===== src/rtl/irqc_pkg.sv =====
package irqc_pkg;

    typedef enum int {
        SRC_CA2   = 0,
        SRC_CA1   = 1,
        SRC_SHIFT = 2,
        SRC_CB2   = 3,
        SRC_CB1   = 4,
        SRC_TMR2  = 5,
        SRC_TMR1  = 6
    } src_pos_e;

    localparam int SRC_COUNT = 7;

    function automatic logic [SRC_COUNT-1:0] default_mask();
        logic [SRC_COUNT-1:0] m;
        m = '0;
        m[SRC_CB1] = 1'b1;
        return m;
    endfunction

endpackage


===== src/rtl/irqc_flag_bank.sv =====
module irqc_flag_bank #(
    parameter int NSRC = 7
) (
    input  logic            clk,
    input  logic            rst_n,
    input  logic [NSRC-1:0] set_i,
    input  logic [NSRC-1:0] hw_clr_i,
    input  logic            bus_clr_stb_i,
    input  logic [NSRC-1:0] bus_clr_mask_i,
    output logic [NSRC-1:0] flag_o
);

    logic [NSRC-1:0] drop;

    always_comb begin
        drop = hw_clr_i | (bus_clr_mask_i & {NSRC{bus_clr_stb_i}});
    end

    for (genvar i = 0; i < NSRC; i++) begin : g_bit
        always_ff @(posedge clk or negedge rst_n) begin
            if (!rst_n) begin
                flag_o[i] <= 1'b0;
            end else if (set_i[i]) begin
                flag_o[i] <= 1'b1;
            end else if (drop[i]) begin
                flag_o[i] <= 1'b0;
            end
        end
    end

endmodule


===== src/rtl/irqc_enable_reg.sv =====
module irqc_enable_reg #(
    parameter int              NSRC      = 7,
    parameter logic [NSRC-1:0] RST_VALUE = '0
) (
    input  logic            clk,
    input  logic            rst_n,
    input  logic            wr_stb_i,
    input  logic            set_mode_i,
    input  logic [NSRC-1:0] sel_bits_i,
    output logic [NSRC-1:0] mask_o
);

    logic [NSRC-1:0] mask_next;

    always_comb begin
        mask_next = mask_o;
        if (wr_stb_i) begin
            if (set_mode_i) begin
                mask_next = mask_o | sel_bits_i;
            end else begin
                mask_next = mask_o & ~sel_bits_i;
            end
        end
    end

    always_ff @(posedge clk or negedge rst_n) begin
        if (!rst_n) begin
            mask_o <= RST_VALUE;
        end else begin
            mask_o <= mask_next;
        end
    end

endmodule


===== src/rtl/irqc_read_mux.sv =====
module irqc_read_mux #(
    parameter int                DATA_W    = 8,
    parameter int                ADDR_W    = 4,
    parameter logic [ADDR_W-1:0] FLAG_ADDR = 2,
    parameter logic [ADDR_W-1:0] MASK_ADDR = 3
) (
    input  logic              sel_i,
    input  logic [ADDR_W-1:0] addr_i,
    input  logic [DATA_W-2:0] flag_i,
    input  logic [DATA_W-2:0] mask_i,
    input  logic              summary_i,
    output logic [DATA_W-1:0] rdata_o
);

    always_comb begin
        rdata_o = '0;
        if (sel_i) begin
            if (addr_i == FLAG_ADDR) begin
                rdata_o = {summary_i, flag_i};
            end else if (addr_i == MASK_ADDR) begin
                rdata_o = {1'b1, mask_i};
            end
        end
    end

endmodule


===== src/rtl/irq_flag_ctrl.sv =====
module irq_flag_ctrl #(
    parameter int                DATA_W    = 8,
    parameter int                ADDR_W    = 4,
    parameter logic [ADDR_W-1:0] FLAG_ADDR = 2,
    parameter logic [ADDR_W-1:0] MASK_ADDR = 3
) (
    input  logic              clk,
    input  logic              rst_n,
    input  logic              reg_sel,
    input  logic              reg_wr,
    input  logic [ADDR_W-1:0] reg_addr,
    input  logic [DATA_W-1:0] reg_wdata,
    output logic [DATA_W-1:0] reg_rdata,
    input  logic [DATA_W-2:0] src_set,
    input  logic [DATA_W-2:0] src_clr,
    output logic              irq
);

    localparam int NSRC = DATA_W - 1;
    localparam logic [NSRC-1:0] MASK_RST = NSRC'(irqc_pkg::default_mask());

    logic            wr_flag;
    logic            wr_mask;
    logic [NSRC-1:0] flag_q;
    logic [NSRC-1:0] en_q;
    logic            summary;

    always_comb begin
        wr_flag = reg_sel && reg_wr && (reg_addr == FLAG_ADDR);
        wr_mask = reg_sel && reg_wr && (reg_addr == MASK_ADDR);
    end

    irqc_flag_bank #(
        .NSRC (NSRC)
    ) u_flags (
        .clk            (clk),
        .rst_n          (rst_n),
        .set_i          (src_set),
        .hw_clr_i       (src_clr),
        .bus_clr_stb_i  (wr_flag),
        .bus_clr_mask_i (reg_wdata[NSRC-1:0]),
        .flag_o         (flag_q)
    );

    irqc_enable_reg #(
        .NSRC      (NSRC),
        .RST_VALUE (MASK_RST)
    ) u_mask (
        .clk        (clk),
        .rst_n      (rst_n),
        .wr_stb_i   (wr_mask),
        .set_mode_i (reg_wdata[DATA_W-1]),
        .sel_bits_i (reg_wdata[NSRC-1:0]),
        .mask_o     (en_q)
    );

    always_comb begin
        summary = |(flag_q & en_q);
        irq     = summary;
    end

    irqc_read_mux #(
        .DATA_W    (DATA_W),
        .ADDR_W    (ADDR_W),
        .FLAG_ADDR (FLAG_ADDR),
        .MASK_ADDR (MASK_ADDR)
    ) u_rd (
        .sel_i     (reg_sel),
        .addr_i    (reg_addr),
        .flag_i    (flag_q),
        .mask_i    (en_q),
        .summary_i (summary),
        .rdata_o   (reg_rdata)
    );

endmodule


===== config.mk =====
export PLATFORM = sky130hd
export DESIGN_NAME = irq_flag_ctrl
export DESIGN_NICKNAME = d
export VERILOG_FILES = /design/src/rtl/irqc_pkg.sv /design/src/rtl/irqc_flag_bank.sv /design/src/rtl/irqc_enable_reg.sv /design/src/rtl/irqc_read_mux.sv /design/src/rtl/irq_flag_ctrl.sv
export SDC_FILE = /design/constraint.sdc
export NUM_CORES = 1
export LEC_CHECK = 0
export ABC_CLOCK_PERIOD_IN_PS = 2250
export BUFFER_PORTS_ARGS = -buffer_cell sky130_fd_sc_hd__buf_2
export CAP_MARGIN = 10
export CORE_MARGIN = 3
export CORE_UTILIZATION = 40
export DETAILED_ROUTE_END_ITERATION = 7
export PLACE_DENSITY = 0.7
export SETUP_SLACK_MARGIN = 0.05
export SYNTH_ARGS = -nofsm -noshare
export SYNTH_HDL_FRONTEND = slang
export SYNTH_SLANG_ARGS = --single-unit

===== constraint.sdc =====
create_clock -name clk -period 2.25 [get_ports clk]
set_clock_uncertainty 0.2 [all_clocks]
set_input_delay 0.675 -clock clk [delete_from_list [all_inputs] [get_ports clk]]
set_output_delay 0.675 -clock clk [all_outputs]
set_load 0.1 [all_outputs]

==> results by group <==
Outcome
  – Status: finished with violations
  – Failing checks: negative setup slack

Detailed routing
  – 1st-iter DRT viols: 13
  – Final ANT Viol Nets: 0
  – First-pass iteration count of the detailed router: 4
  – Avg WL per Cell: 15.2 µm
  – Final WL: 2210 µm
  – DR vias/cell: 5.58
  – # DRC: 0
  – Total number of vias: 809

Synth
  – Post-synth ARST share: 1.00
  – Synth cell count leaders: dfrtp_1, nor2_1
  – Most used DFF post-synth: dfrtp_1
  – Synth Instances: 75
  – Area fraction of the dominant cell type after synthesis: 0.396
  – Yosys warns: 0
  – Syn Nets: 105
  – Top-count cell post-synth: dfrtp_1
  – Sequential area share after synthesis: 0.428
  – Area leader, netlist: dfrtp_1
  – Flop and latch count out of synthesis: 14
  – Mapped Area: 821 µm²
  – Synth cell types: 19
  – Ranking of synthesized cells by area: dfrtp_1, mux2i_1, a31o_2
  – Post-synth EDFFs: 0
  – Mean post-synth cell area: 10.9 µm²

Setup path
  – CP peak stage delay: 0.41 ns
  – CP arrival: 1.68 ns
  – Worst path buffer plus inverter count: 2
  – CP Capture Type: primary output
  – CP Launch Type: flop
  – Reg2reg path depth: 2
  – CP max-delay cell: dfrtp_1
  – Peak fanout along the critical path: 2
  – Setup CP Type: flop to primary output
  – Worst-path cell chain: a222oi_1 > buf_4 > nand3_4 > o21a_4 > buf_12
  – Worst reg-to-reg setup slack: 1.16 ns
  – Crit path max-delay family: compound AO/OA/AOI/OAI gates
  – Worst Setup SP: u_flags.flag_o[6]
  – Critical Path RT: 1.37 ns

Final layout
  – Fraction of layout cells with a size suffix above 1: 0.625
  – Final #Nets: 151
  – Inserted Diodes: 0
  – Sequential cell area: 352 µm²
  – Area growth syn-to-layout: 61.0%
  – FILL cells: 146
  – Area of the multi-input gates: 504 µm²

Die
  – Die height: 51.3 µm
  – Die width: 51.3 µm
  – Core outline area: 0.00184 mm²
  – IO Count: 39
  – FP Rows: 15
  – Total die area: 0.00263 mm²
  – Initial Util: 0.446

Job
  – MaxCap Viol Count: 0

Pwr
  – Cell area power density: 525 mW/mm²
  – Max VDD drop: 335 µV
  – Leakage: 0.584 nW
  – Pwr Total: 0.694 mW

STA
  – Rel. slew slack: 0.678
  – Post-route setup slack: -0.301 ns
  – Final min period: 2.55 ns
  – Setup tns final: -1.22 ns
  – RSZ-0062 raised after global routing: true
  – Fin. Hold Viols: 0
  – Endpoints failing setup: 9
  – Achievable Freq: 392 MHz
  – Worst-margin pin slew: 0.487 ns
  – Fin crit share: 1.13
  – Pins over their slew limit: 0

Placement
  – Dpl ws: -0.166 ns
  – Gpl congestion: 0.795
  – DP HPWL: 1650 µm
  – I/O Buffers: 38

GRT
  – Number of global-route vias before repair: 788
  – Largest net degree at the start of global routing: 15
  – GRT Util Overall: 0.181
  – First-pass GRT wire length: 3510 µm
  – Initial antenna violation count: 0
  – Total gr overflow: 0

CTS
  – Clock Sinks: 14
  – TritonCTS clock tree: done
  – Clk slew on worst S/H paths: 0.08 ns
  – CTS root buf: clkbuf_4
  – Cts bufs inserted: 3
  – Clock buffer depth: 2
  – Clk Latency, worst-skew pair: 0.28 ns
  – # H-tree levels: 1
  – Hold bufs inserted after CTS: 0

Min path
  – Min-delay worst type: input pin to async pin
[final cells by class]
class                      instances  area share
multi-input combinational         50       0.382
clock buffer                       4      0.0199
inverter                           7      0.0199
timing repair buffer              45       0.289
sequential                        14       0.266
tap                               25      0.0237
[placed cells by master (no fill, tap or decap), types with 2 or more instances in the layout]
cell	n
nand4_1	7
mux2_1	2
mux2i_1	5
a22oi_1	2
nor2_4	8
buf_4	8
clkbuf_4	3
dfrtp_1	13
buf_2	27
a31o_2	7
mux2_2	5
nand4b_1	7
buf_12	8
inv_1	7
mux2i_2	2
nand3_4	2
[worst reg2reg max path, cell delays in order, from the launching register on]
cell,delay [ns]
dfrtp_1,0.39
buf_4,0.14
mux2_2,0.25
[per-layer routing]
metal | global-route usage | share of wire
met4 | 0.0961 | 0.019
met1 | 0.204 | 0.40
met2 | 0.324 | 0.51
met3 | 0.0292 | 0.067
met5 | 0 | 0
[cell families after synthesis]
logic type | Yosys count | synth area share
AOI/OAI and AO/OA | 11 | 0.114
and+or+nand+nor | 25 | 0.197
muxes | 14 | 0.181
buffers and inverters | 11 | 0.0793
DFF | 14 | 0.428
[where the power goes]
| group | total [mW] | internal, mW | switching [mW] | leakage [nW] |
|---|---|---|---|---|
| sequential | 0.299 | 0.279 | 0.0206 | 0.166 |
| combinational | 0.241 | 0.0977 | 0.143 | 0.403 |
| clock | 0.154 | 0.0690 | 0.0851 | 0.0150 |
[per-stage QoR]
stage	cells	hold slack, ns	util	area (µm²)
4_1_cts	145	0.0860	0.716	1320
5_1_grt	145	0.0757	0.718	1320
3_5_place_dp	138	0.312	0.680	1250
2_1_floorplan	75	0.179	-	923
6_report	145	0.0700	0.718	1320
3_3_place_gp	138	0.301	0.680	1250
[worst max path at each step]
stage / endpoint / slack, ns / cells past startpoint
floorplan: reg_rdata[7] / -0.24 / 3
global placement: reg_rdata[1] / -0.14 / 4
detailed placement: reg_rdata[1] / -0.17 / 4
CTS: reg_rdata[7] / -0.29 / 5
global route: reg_rdata[7] / -0.37 / 5
finish: reg_rdata[7] / -0.30 / 5
[what timing repair did]
action                     in CTS  in global routing
setup buffers                   3                  0
resized for setup               4                  1
setup endpoints to repair       9                  9
pin swaps                       3                  2
Power figures use the tool's default switching activity.
